`config.mk`:
```
export PLATFORM = sky130hd
export DESIGN_NAME = esq_erase_seq
export DESIGN_NICKNAME = d
export VERILOG_FILES = /design/src/rtl/esq_pkg.sv /design/src/rtl/esq_divider.sv /design/src/rtl/esq_frame_bytes.sv /design/src/rtl/esq_poll_timer.sv /design/src/rtl/esq_erase_seq.sv
export SDC_FILE = /design/constraint.sdc
export NUM_CORES = 1
export LEC_CHECK = 0
export BUFFER_PORTS_ARGS = -buffer_cell sky130_fd_sc_hd__buf_2
export CAP_MARGIN = 20
export CORE_UTILIZATION = 47
export CTS_BUF_LIST = sky130_fd_sc_hd__clkbuf_4 sky130_fd_sc_hd__clkbuf_8
export CTS_CLUSTER_DIAMETER = 60
export CTS_CLUSTER_SIZE = 40
export DETAILED_ROUTE_END_ITERATION = 8
export GPL_TIMING_DRIVEN = 0
export PLACE_DENSITY_LB_ADDON = 0.08
export SLEW_MARGIN = 20
export SYNTH_ARGS = -nofsm -noshare
export SYNTH_HDL_FRONTEND = slang
export SYNTH_SLANG_ARGS = --single-unit
```
`constraint.sdc`:
```
create_clock -name clk -period 2.4 [get_ports clk]
set_input_delay 0.12 -clock clk [delete_from_list [all_inputs] [get_ports clk]]
set_output_delay 0.12 -clock clk [all_outputs]
set_load 0.05 [all_outputs]
```
`src/rtl/esq_pkg.sv`:
```
package esq_pkg;

  localparam logic [7:0] OPC_BLOCK_ERASE = 8'h50;
  localparam logic [7:0] OPC_PAGE_ERASE  = 8'h81;
  localparam logic [7:0] OPC_STATUS      = 8'hD7;
  localparam logic [7:0] STAT_READY_MASK = 8'h80;

  typedef enum logic [1:0] {
    ERR_NONE    = 2'd0,
    ERR_ALIGN   = 2'd1,
    ERR_TIMEOUT = 2'd2
  } esq_err_e;

  typedef enum logic [2:0] {
    S_IDLE,
    S_DIV,
    S_NEXT,
    S_SEND,
    S_GAP
  } esq_state_e;

endpackage

```
`src/rtl/esq_divider.sv`:
```
module esq_divider #(
  parameter int W       = 24,
  parameter int DIVISOR = 264
) (
  input  logic         clk,
  input  logic         rst,
  input  logic         go,
  input  logic [W-1:0] dividend,
  output logic [W-1:0] quo,
  output logic [W-1:0] rem,
  output logic         valid
);
  localparam int CW = $clog2(W + 1);
  localparam logic [W:0] DIV_C = (W+1)'(DIVISOR);

  logic [W-1:0]  acc;
  logic [W-1:0]  part;
  logic [W:0]    trial;
  logic [CW-1:0] cnt;
  logic          run;

  always_comb trial = {part, acc[W-1]};

  always_ff @(posedge clk) begin
    if (rst) begin
      acc   <= '0;
      part  <= '0;
      cnt   <= '0;
      run   <= 1'b0;
      valid <= 1'b0;
    end else begin
      valid <= 1'b0;
      if (go) begin
        acc  <= dividend;
        part <= '0;
        cnt  <= CW'(W);
        run  <= 1'b1;
      end else if (run) begin
        if (trial >= DIV_C) begin
          part <= W'(trial - DIV_C);
          acc  <= {acc[W-2:0], 1'b1};
        end else begin
          part <= W'(trial);
          acc  <= {acc[W-2:0], 1'b0};
        end
        cnt <= cnt - 1'b1;
        if (cnt == CW'(1)) begin
          run   <= 1'b0;
          valid <= 1'b1;
        end
      end
    end
  end

  assign quo = acc;
  assign rem = part;
endmodule

```
`src/rtl/esq_frame_bytes.sv`:
```
module esq_frame_bytes
  import esq_pkg::*;
#(
  parameter int IDX_W   = 24,
  parameter int SHIFT_W = 4
) (
  input  logic [IDX_W-1:0]   page_idx,
  input  logic [SHIFT_W-1:0] shift,
  input  logic               is_block,
  input  logic               is_poll,
  input  logic [1:0]         byte_no,
  output logic [7:0]         tx,
  output logic               last
);
  localparam int AW = IDX_W + (1 << SHIFT_W);

  logic [AW-1:0] dev_addr;
  logic [15:0]   mid16;

  assign dev_addr = AW'(page_idx) << shift;
  assign mid16    = 16'(dev_addr >> 8);

  always_comb begin
    tx   = 8'h00;
    last = 1'b0;
    if (is_poll) begin
      case (byte_no)
        2'd0:    tx = OPC_STATUS;
        default: begin tx = 8'h00; last = 1'b1; end
      endcase
    end else begin
      case (byte_no)
        2'd0:    tx = is_block ? OPC_BLOCK_ERASE : OPC_PAGE_ERASE;
        2'd1:    tx = mid16[15:8];
        2'd2:    tx = mid16[7:0];
        default: begin tx = 8'h00; last = 1'b1; end
      endcase
    end
  end
endmodule

```
`src/rtl/esq_poll_timer.sv`:
```
module esq_poll_timer #(
  parameter int GAP_CYC   = 6,
  parameter int LIMIT_CYC = 300
) (
  input  logic clk,
  input  logic rst,
  input  logic win_clear,
  input  logic gap_go,
  output logic gap_done,
  output logic expired
);
  localparam int EW = $clog2(LIMIT_CYC + 1);
  localparam int GW = $clog2(GAP_CYC + 1);

  logic [EW-1:0] elapsed;
  logic [GW-1:0] gap_cnt;
  logic          gap_run;

  always_ff @(posedge clk) begin
    if (rst) begin
      elapsed  <= '0;
      gap_cnt  <= '0;
      gap_run  <= 1'b0;
      gap_done <= 1'b0;
    end else begin
      gap_done <= 1'b0;
      if (win_clear)
        elapsed <= '0;
      else if (elapsed != EW'(LIMIT_CYC))
        elapsed <= elapsed + 1'b1;

      if (gap_go) begin
        gap_cnt <= GW'(GAP_CYC);
        gap_run <= 1'b1;
      end else if (gap_run) begin
        if (gap_cnt <= GW'(1)) begin
          gap_run  <= 1'b0;
          gap_done <= 1'b1;
        end else begin
          gap_cnt <= gap_cnt - 1'b1;
        end
      end
    end
  end

  assign expired = (elapsed == EW'(LIMIT_CYC));
endmodule

```
`src/rtl/esq_erase_seq.sv`:
```
module esq_erase_seq
  import esq_pkg::*;
#(
  parameter int OFS_W       = 24,
  parameter int PAGE_BYTES  = 264,
  parameter int SHIFT_W     = 4,
  parameter int BLK_LOG2    = 3,
  parameter int POLL_GAP    = 6,
  parameter int TIMEOUT_CYC = 300
) (
  input  logic               clk,
  input  logic               rst,
  input  logic               start,
  input  logic [OFS_W-1:0]   start_ofs,
  input  logic [OFS_W-1:0]   erase_len,
  input  logic [SHIFT_W-1:0] page_shift,
  output logic               busy,
  output logic               done,
  output logic [1:0]         err_code,
  output logic               spi_req,
  output logic [7:0]         spi_tx,
  output logic               spi_last,
  input  logic               spi_ack,
  input  logic [7:0]         spi_rx
);
  localparam int NUM_DIV   = 2;
  localparam int BLK_PAGES = 1 << BLK_LOG2;

  esq_state_e         state;
  logic [SHIFT_W-1:0] shift_q;
  logic [OFS_W-1:0]   page_idx;
  logic [OFS_W-1:0]   pages_left;
  logic               use_blk;
  logic               poll_mode;
  logic [1:0]         byte_no;
  logic               req_q;
  logic [7:0]         tx_q;
  logic               last_q;
  logic               busy_q;
  logic               done_q;
  esq_err_e           err_q;

  // Offset and length are divided in parallel by the page size.
  logic               div_go;
  logic [OFS_W-1:0]   div_in [NUM_DIV];
  logic [OFS_W-1:0]   div_q  [NUM_DIV];
  logic [OFS_W-1:0]   div_r  [NUM_DIV];
  logic [NUM_DIV-1:0] div_v;

  assign div_go    = (state == S_IDLE) && start;
  assign div_in[0] = start_ofs;
  assign div_in[1] = erase_len;

  for (genvar g = 0; g < NUM_DIV; g++) begin : g_div
    esq_divider #(.W(OFS_W), .DIVISOR(PAGE_BYTES)) u_div (
      .clk      (clk),
      .rst      (rst),
      .go       (div_go),
      .dividend (div_in[g]),
      .quo      (div_q[g]),
      .rem      (div_r[g]),
      .valid    (div_v[g])
    );
  end

  logic [7:0] fb_tx;
  logic       fb_last;

  esq_frame_bytes #(.IDX_W(OFS_W), .SHIFT_W(SHIFT_W)) u_frame (
    .page_idx (page_idx),
    .shift    (shift_q),
    .is_block (use_blk),
    .is_poll  (poll_mode),
    .byte_no  (byte_no),
    .tx       (fb_tx),
    .last     (fb_last)
  );

  logic ack_now, rx_ready, win_clear, poll_miss, gap_done, expired, step_blk;

  assign ack_now   = (state == S_SEND) && req_q && spi_ack;
  assign rx_ready  = (spi_rx & STAT_READY_MASK) != 8'h00;
  assign win_clear = ack_now && last_q && !poll_mode;
  assign poll_miss = ack_now && last_q && poll_mode && !rx_ready;
  assign step_blk  = (page_idx[BLK_LOG2-1:0] == '0) &&
                     (pages_left >= OFS_W'(BLK_PAGES));

  esq_poll_timer #(.GAP_CYC(POLL_GAP), .LIMIT_CYC(TIMEOUT_CYC)) u_timer (
    .clk       (clk),
    .rst       (rst),
    .win_clear (win_clear),
    .gap_go    (poll_miss),
    .gap_done  (gap_done),
    .expired   (expired)
  );

  always_ff @(posedge clk) begin
    if (rst) begin
      state      <= S_IDLE;
      shift_q    <= '0;
      page_idx   <= '0;
      pages_left <= '0;
      use_blk    <= 1'b0;
      poll_mode  <= 1'b0;
      byte_no    <= '0;
      req_q      <= 1'b0;
      tx_q       <= '0;
      last_q     <= 1'b0;
      busy_q     <= 1'b0;
      done_q     <= 1'b0;
      err_q      <= ERR_NONE;
    end else begin
      done_q <= 1'b0;
      case (state)
        S_IDLE: begin
          if (start) begin
            busy_q  <= 1'b1;
            shift_q <= page_shift;
            state   <= S_DIV;
          end
        end
        S_DIV: begin
          if (&div_v) begin
            if ((div_r[0] != '0) || (div_r[1] != '0)) begin
              busy_q <= 1'b0;
              done_q <= 1'b1;
              err_q  <= ERR_ALIGN;
              state  <= S_IDLE;
            end else begin
              page_idx   <= div_q[0];
              pages_left <= div_q[1];
              state      <= S_NEXT;
            end
          end
        end
        S_NEXT: begin
          if (pages_left == '0) begin
            busy_q <= 1'b0;
            done_q <= 1'b1;
            err_q  <= ERR_NONE;
            state  <= S_IDLE;
          end else begin
            use_blk   <= step_blk;
            poll_mode <= 1'b0;
            byte_no   <= '0;
            state     <= S_SEND;
          end
        end
        S_SEND: begin
          if (!req_q) begin
            req_q  <= 1'b1;
            tx_q   <= fb_tx;
            last_q <= fb_last;
          end else if (spi_ack) begin
            req_q <= 1'b0;
            if (last_q) begin
              byte_no <= '0;
              if (!poll_mode) begin
                poll_mode <= 1'b1;
              end else if (rx_ready) begin
                if (use_blk) begin
                  page_idx   <= page_idx + OFS_W'(BLK_PAGES);
                  pages_left <= pages_left - OFS_W'(BLK_PAGES);
                end else begin
                  page_idx   <= page_idx + 1'b1;
                  pages_left <= pages_left - 1'b1;
                end
                state <= S_NEXT;
              end else begin
                state <= S_GAP;
              end
            end else begin
              byte_no <= byte_no + 1'b1;
            end
          end
        end
        S_GAP: begin
          if (gap_done) begin
            if (expired) begin
              busy_q <= 1'b0;
              done_q <= 1'b1;
              err_q  <= ERR_TIMEOUT;
              state  <= S_IDLE;
            end else begin
              byte_no <= '0;
              state   <= S_SEND;
            end
          end
        end
        default: state <= S_IDLE;
      endcase
    end
  end

  assign busy     = busy_q;
  assign done     = done_q;
  assign err_code = err_q;
  assign spi_req  = req_q;
  assign spi_tx   = tx_q;
  assign spi_last = last_q;
endmodule

```
==> results of run 1 <==
==> critical path, delay by kind of cell (launching register included) <==
kind / cells / cell delay [ns]
AO/OA/AOI/OAI: 2 / 0.65
flip-flops: 1 / 0.51
multiplexers: 3 / 0.74
buffers and inverters: 1 / 0.29
==> repair_timing <==
item / in CTS / in global routing
hold buffers: 53 / 0
buffers inserted: 11 / 12
setup endpoints to repair: 147 / 116
pin swaps: 6 / 11
gates resized for setup: 55 / 50
gates cloned: 0 / 1
endpoints found under the hold margin: 54 / 0
==> sequential cells by signal, summed over array words and instances (netlist names) <==
| name | count |
|---|---|
| busy | 1 |
| byte_no | 2 |
| done | 1 |
| err_code | 2 |
| g_div.u_div.cnt | 10 |
| g_div.u_div.quo | 48 |
| g_div.u_div.rem | 48 |
| g_div.u_div.run | 2 |
| g_div.u_div.valid | 2 |
| page_idx | 24 |
| pages_left | 24 |
| poll_mode | 1 |
| shift_q | 4 |
| spi_last | 1 |
| spi_req | 1 |
| spi_tx | 8 |
| state | 3 |
| u_timer.elapsed | 9 |
| u_timer.gap_cnt | 3 |
| u_timer.gap_done | 1 |
| u_timer.gap_run | 1 |
| use_blk | 1 |
==> cells by family (layout without fill, tap and decap cells) <==
kind of cell | count (synthesis) | after routing | synth area share, %
AO/OA/AOI/OAI | 400 | 400 | 21.3
XOR/XNOR | 57 | 57 | 4.32
adder cells (fa/ha/maj) | 23 | 23 | 2.49
buffers and inverters | 134 | 305 | 4.50
flip-flops | 197 | 197 | 34.1
multiplexers | 115 | 115 | 11.2
AND/OR/NAND/NOR | 507 | 507 | 22.1
==> report_power, final <==
part / total (W) / switching [W] / internal, W / leakage (nW)
clock: 0.00229 / 0.00129 / 0.00100 / 0.201
sequential: 0.00367 / 0.000216 / 0.00345 / 1.61
combinational: 0.00200 / 0.00111 / 0.000886 / 3.33
total: 0.00796 / 0.00262 / 0.00534 / 5.14
==> metal layers <==
layer,wire [µm],vias to the layer above
li1,-,5523
met1,16900,5500
met2,17500,391
met3,2070,79
met4,1030,0
met5,0,-
==> cell usage after synthesis (all sizes together), types with 5 or more instances <==
library cell  instances
buf                  20
xor2                 28
nand2               133
nor4b                 7
nor3                 45
xnor2                29
o41ai                 5
o211ai                8
nor2                146
a211oi               67
mux4                  9
o21a                  6
nor4                 15
dfxtp               197
mux2                 25
nor2b                11
ha                   23
nand4                25
and4                  5
nor3b                 7
a22o                  5
or2                   6
a221oi                6
inv                  27
o21ai                99
clkbuf               87
a21o                  9
mux2i                81
o31ai                13
a21oi               132
nand2b               14
a31oi                20
nand3                41
nand3b               10
and2                  9
and3                 14
==> layout make-up <==
class / instances / area, µm²
plain buffers: 99 / 459
clock buffers: 21 / 264
clock inverters: 11 / 143
fillers: 2348 / 10500
inverters: 27 / 101
multi-input cells: 1102 / 7310
flip-flops and latches: 197 / 3950
well taps: 324 / 405
repair buffers: 147 / 1080
==> per-stage QoR <==
| stage | TNS (ns) | std cells | hold slack (ns) |
|---|---|---|---|
| floorplan | 0 | 1433 | 0.256 |
| global placement | -34.31 | 1827 | 0.383 |
| detailed placement | -31.05 | 1827 | 0.388 |
| CTS | 0 | 1919 | 0.0835 |
| global route | -0.0613 | 1928 | 0.106 |
| finish | 0 | 1928 | 0.120 |
==> worst min-delay path by stage <==
| stage | endpoint | slack, ns | cells past startpoint | startpoint |
|---|---|---|---|---|
| floorplan | g_div[0].u_div.quo[0] | 0.26 | 2 | start_ofs[0] |
| global placement | shift_q[3] | 0.38 | 3 | page_shift[3] |
| detailed placement | shift_q[2] | 0.39 | 3 | page_shift[2] |
| CTS | state[1] | 0.08 | 3 | spi_rx[7] |
| global route | state[1] | 0.11 | 3 | spi_rx[7] |
| finish | state[1] | 0.12 | 3 | spi_rx[7] |
==> results.sh, run 1 <==
export IMPL_status="finished clean"
export IMPL_wl_per_cell_um=19.4
export IMPL_synthDistinctLibCells=77
export IMPL_grt_pass1_wl_mm=59.3
export IMPL_grt_ovfl_total=0
export IMPL_critPathCapture="spi_tx[6]"
export IMPL_max_freq_ghz=0.428
export IMPL_gp_congestion=0.938
export IMPL_core_mm2=0.0242
export IMPL_r2r_start="shift_q[2]"
export IMPL_dp_slack_ns=-0.625
export IMPL_clock_latency_ns=0.48
export IMPL_finalSetupViolCount=0
export IMPL_start_util_pct=47.7
export IMPL_grt_setup_unrepaired="yes"
export IMPL_antenna_found_initial=0
export IMPL_detailed_place_hpwl_mm=27.0
export IMPL_ys_flop_type="dfxtp_1"
export IMPL_cp_slowest_cell="dfxtp_1"
export IMPL_slew_headroom_pct=44.6
export IMPL_post_route_util_pct=56.6
export IMPL_yosysTopAreaCell="dfxtp_1"
export IMPL_syn_avg_cell_area_um2=8.07
export IMPL_syn_inst=1433
export IMPL_root_buffer="clkbuf_8"
export IMPL_r2r_end="spi_tx[6]"
export IMPL_crit_fanout=10
export IMPL_final_common_cell="dfxtp_1"
export IMPL_synth_edff_count=0
export IMPL_syn_cell_area_mm2=0.0116
export IMPL_max_cap_violations=0
export IMPL_dr_total_vias=11493
export IMPL_worstSetupEndpointType="flip-flop"
export IMPL_drc=0
export IMPL_p_leak_nw=5.14
export IMPL_wl_mm=37.4
export IMPL_fin_ws_ns=0.0636
export IMPL_worstPathArrival_ns=2.67
export IMPL_drt_iter0_markers=908
export IMPL_cts_sinks=197
export IMPL_fin_crit_sh_pct=97.4
export IMPL_crit_chain="clkbuf_4 -> mux2_2 -> mux2i_1 -> mux2i_1 -> a2111oi_0 -> a221oi_1"
export IMPL_tightest_slew_ns=0.827
export IMPL_clkTransAtPathRegs_ns=0.10
export IMPL_p_total_w=0.00796
export IMPL_postRouteAntennaNets=0
export IMPL_startpoint_type="flip-flop"
export IMPL_placed_area_mm2=0.0123
export IMPL_synth_async_reset_ratio_pct=0
export IMPL_top_usage_layer="met2"
export IMPL_area_growth_pct=18.7
export IMPL_peakVddDrop_mv=0.313
export IMPL_cp_startpoint="shift_q[2]"
export IMPL_io_pins=78
export IMPL_final_cell_mix="dfxtp_1 (190), nor2_1 (145), nand2_1 (132)"
export IMPL_ys_top_cells_by_area="dfxtp_1 (34%), mux2i_1 (7.0%), a21oi_1 (5.7%), nor2_1 (4.7%), a211oi_1 (4.3%)"
export IMPL_dieArea_mm2=0.0252
export IMPL_antenna_cells=0
export IMPL_crit_top_cell="mux2i_1"
export IMPL_grt_total_usage_pct=29.3
export IMPL_r2r_cells=6
export IMPL_use_met1_pct=39.8
export IMPL_final_layout_size_suffix_gt1_share_pct=15.5
export IMPL_grtUsageMet2_pct=48.3
export IMPL_grt_max_degree=18
export IMPL_hold_viol=0
export IMPL_r2r_slack_ns=0.06
export IMPL_power_density_mw_per_mm2=580
export IMPL_layout_nets=1678
export IMPL_die_h_um=159
export IMPL_ys_seq_area_share_pct=34.1
export IMPL_max_stage_delay_ns=0.51
export IMPL_synth_top_area_share_pct=34.1
export IMPL_ys_warn_count=0
export IMPL_hold_path_class="in -> reg"
export IMPL_ctsLongestPathBuffers=2
export IMPL_rows=57
export IMPL_drt_first_pass_iters=5
export IMPL_design_area_mm2=0.0137
export IMPL_cts_tree="done"
export IMPL_die_w_um=159
export IMPL_use_met3_pct=3.55
export IMPL_portBuffers=70
export IMPL_synth_seq_cells=197
export IMPL_fin_skew_ns=0.0172
export IMPL_cts_buffers=17
export IMPL_syn_nets=1520
export IMPL_slew_viol_final=0
export IMPL_crit_required_ns=2.74
export IMPL_min_period_ns=2.34
export IMPL_vias_per_cell=5.96
export IMPL_grt_pass1_vias=10842
export IMPL_worstSetupPathType="reg -> reg"
export IMPL_h_tree_depth=4
No activity file was read; power rests on OpenSTA's default activity.
==> run 2: changes to the inputs <==
--- a/config.mk
+++ b/config.mk
@@ -5,7 +5,7 @@
 export SDC_FILE = /design/constraint.sdc
 export NUM_CORES = 1
 export LEC_CHECK = 0
-export BUFFER_PORTS_ARGS = -buffer_cell sky130_fd_sc_hd__buf_2
+export BUFFER_PORTS_ARGS = -buffer_cell sky130_fd_sc_hd__buf_4
 export CAP_MARGIN = 20
 export CORE_UTILIZATION = 47
 export CTS_BUF_LIST = sky130_fd_sc_hd__clkbuf_4 sky130_fd_sc_hd__clkbuf_8
==> run 2 against run 1 <==
Cell area increased by 1.1%. First-iteration DRC count grew 3.0%. Global-route usage rose by 0.18 points. Via count is 0.24% higher. Sequential share of layout area decreased by 0.31 points. Wire length rose by 0.19%. Highest routed layer unchanged. Non-clock buffer count shrank 5. Count of clock-buffer cells in the layout down 1. Clock skew rose by 0.0042 ns. Setup slack lost 0.023 ns. Utilization up 0.62 points.
==> results.sh, run 2 (synthesis results as in run 1) <==
export IMPL_met2RoutedLength_mm=17.6
export IMPL_worstSetupPathType="reg -> reg"
export IMPL_dr_max_layer_used="met4"
export IMPL_final_cell_mix="dfxtp_1 (189), nor2_1 (145), nand2_1 (132)"
export IMPL_crit_chain="inv_2 -> ha_4 -> nor4bb_4 -> buf_4 -> nand4_1 -> nor3_4 -> buf_6 -> buf_4 -> a21oi_1 -> a211oi_2 -> a21oi_1"
export IMPL_drt_iter0_markers=935
export IMPL_cp_slowest_cell="nor3_4"
export IMPL_status="finished clean"
export IMPL_drt_first_pass_iters=7
export IMPL_portBuffers=70
export IMPL_grt_max_degree=18
export IMPL_drc=0
export IMPL_vias_per_cell=5.99
export IMPL_final_common_cell="dfxtp_1"
export IMPL_crit_required_ns=2.76
export IMPL_grt_total_usage_pct=29.5
export IMPL_wl_per_cell_um=19.5
export IMPL_dp_slack_ns=-0.597
export IMPL_cts_tree="done"
export IMPL_p_total_w=0.00786
export IMPL_slew_viol_final=0
export IMPL_ctsLongestPathBuffers=2
export IMPL_p_leak_nw=5.18
export IMPL_die_h_um=159
export IMPL_clkTransAtPathRegs_ns=0.10
export IMPL_cts_buffers=17
export IMPL_rows=57
export IMPL_grt_pass1_wl_mm=59.3
export IMPL_fin_skew_ns=0.0214
export IMPL_antenna_cells=0
export IMPL_dieArea_mm2=0.0252
export IMPL_swShare_pct=33.3
export IMPL_power_density_mw_per_mm2=567
export IMPL_postRouteAntennaNets=0
export IMPL_slew_headroom_pct=41.4
export IMPL_wl_met3_mm=2.65
export IMPL_finalSetupViolCount=0
export IMPL_hold_viol=0
export IMPL_fin_crit_sh_pct=98.3
export IMPL_combPwrFrac_pct=25.7
export IMPL_grt_ovfl_total=0
export IMPL_cp_num_buf_inv=4
export IMPL_internal_power_w=0.00525
export IMPL_cp_startpoint="g_div[0].u_div.rem[3]"
export IMPL_max_freq_ghz=0.424
export IMPL_die_w_um=159
export IMPL_fin_ws_ns=0.0409
export IMPL_tightest_slew_ns=0.874
export IMPL_critPathCapture="pages_left[7]"
export IMPL_m1WireLength_mm=16.1
export IMPL_core_mm2=0.0242
export IMPL_r2r_end="pages_left[7]"
export IMPL_wl_mm=37.5
export IMPL_r2r_start="g_div[0].u_div.rem[3]"
export IMPL_detailed_place_hpwl_mm=27.2
export IMPL_max_stage_delay_ns=0.37
export IMPL_final_setup_tns_ns=0
export IMPL_max_cap_violations=0
export IMPL_path_depth=11
export IMPL_area_growth_pct=20.0
export IMPL_h_tree_depth=4
export IMPL_gp_congestion=0.939
export IMPL_grt_setup_unrepaired="yes"
export IMPL_peakVddDrop_mv=0.361
export IMPL_root_buffer="clkbuf_8"
export IMPL_worstPathArrival_ns=2.72
export IMPL_crit_fanout=4
export IMPL_r2r_cells=11
export IMPL_antenna_found_initial=0
export IMPL_final_layout_size_suffix_gt1_share_pct=15.3
export IMPL_worstSetupEndpointType="flip-flop"
export IMPL_dr_total_vias=11521
export IMPL_min_period_ns=2.36
export IMPL_fillers=2261
export IMPL_cts_sinks=197
export IMPL_clkPwrFrac_pct=27.6
export IMPL_clock_latency_ns=0.50
export IMPL_critPathTopFamily="simple AND/OR/NAND/NOR gates"
export IMPL_startpoint_type="flip-flop"
export IMPL_grt_pass1_vias=10850
export IMPL_hold_path_class="in -> reg"
export IMPL_r2r_slack_ns=0.04
export IMPL_layout_nets=1673
export IMPL_start_util_pct=47.7
export IMPL_switchingPower_w=0.00261
export IMPL_p_seq_share_pct=46.7
export IMPL_io_pins=78
-- run 2: tightest hold or removal path: cells and delay by family --
family | cells | cell delay, ns
buf+inv | 1 | 0.14
compound gates | 2 | 0.24
-- run 2: metal layers --
metal,vias to the layer above,track usage [%]
met4,0,11.0
li1,5517,-
met5,-,0
met2,454,49.2
met3,102,5.20
met1,5448,38.0
-- run 2: what timing repair did --
item                                    CTS  global route
setup buffers                            14             5
hold endpoints to repair                 53             1
gates resized for setup                  56            63
hold buffers                             52             1
endpoints found under the setup margin  141           155
pin swaps                                 9            13
gates cloned                              1             0
-- run 2: power groups by stage --
stage	Combinational [W]	Clock, W	Sequential [W]
4_1_cts	0.00191	0.00221	0.00366
3_5_place_dp	0.00173	0	0.00373
5_1_grt	0.00221	0.00233	0.00370
6_report	0.00202	0.00217	0.00367
3_3_place_gp	0.00171	0	0.00372
2_1_floorplan	0.00130	0	0.00366
-- run 2: worst min path at each step --
stage                             from               endpoint  slack, ns  cells after the start
after global placement    erase_len[0]  g_div[1].u_div.quo[0]       0.38                      3
after CTS                 start_ofs[6]  g_div[0].u_div.quo[6]      0.001                      3
final                        spi_rx[7]               state[1]       0.07                      3
after global routing         spi_rx[7]               state[1]       0.08                      3
after floorplan           start_ofs[0]  g_div[0].u_div.quo[0]       0.26                      2
after detailed placement  erase_len[0]  g_div[1].u_div.quo[0]       0.39                      3
-- run 2: per-stage QoR --
step                hold slack, ns  cells  instance area [µm²]  util, %
floorplan                    0.256   1433                11600        -
global placement             0.380   1827                12500     51.5
detailed placement           0.387   1827                12500     51.6
CTS                       0.000981   1921                13700     56.4
global route                0.0806   1922                13900     57.2
finish                      0.0725   1922                13900     57.2
-- run 2: area by class of cell --
class	count	area (µm²)	area share, %
Multi-Input combinational cell	1102	7350	53.0
Clock buffer	20	263	1.89
Tap cell	324	405	2.92
Sequential cell	197	3950	28.5
Clock inverter	11	116	0.839
Timing Repair Buffer	143	1220	8.78
Inverter	27	101	0.731
Buffer	98	467	3.36
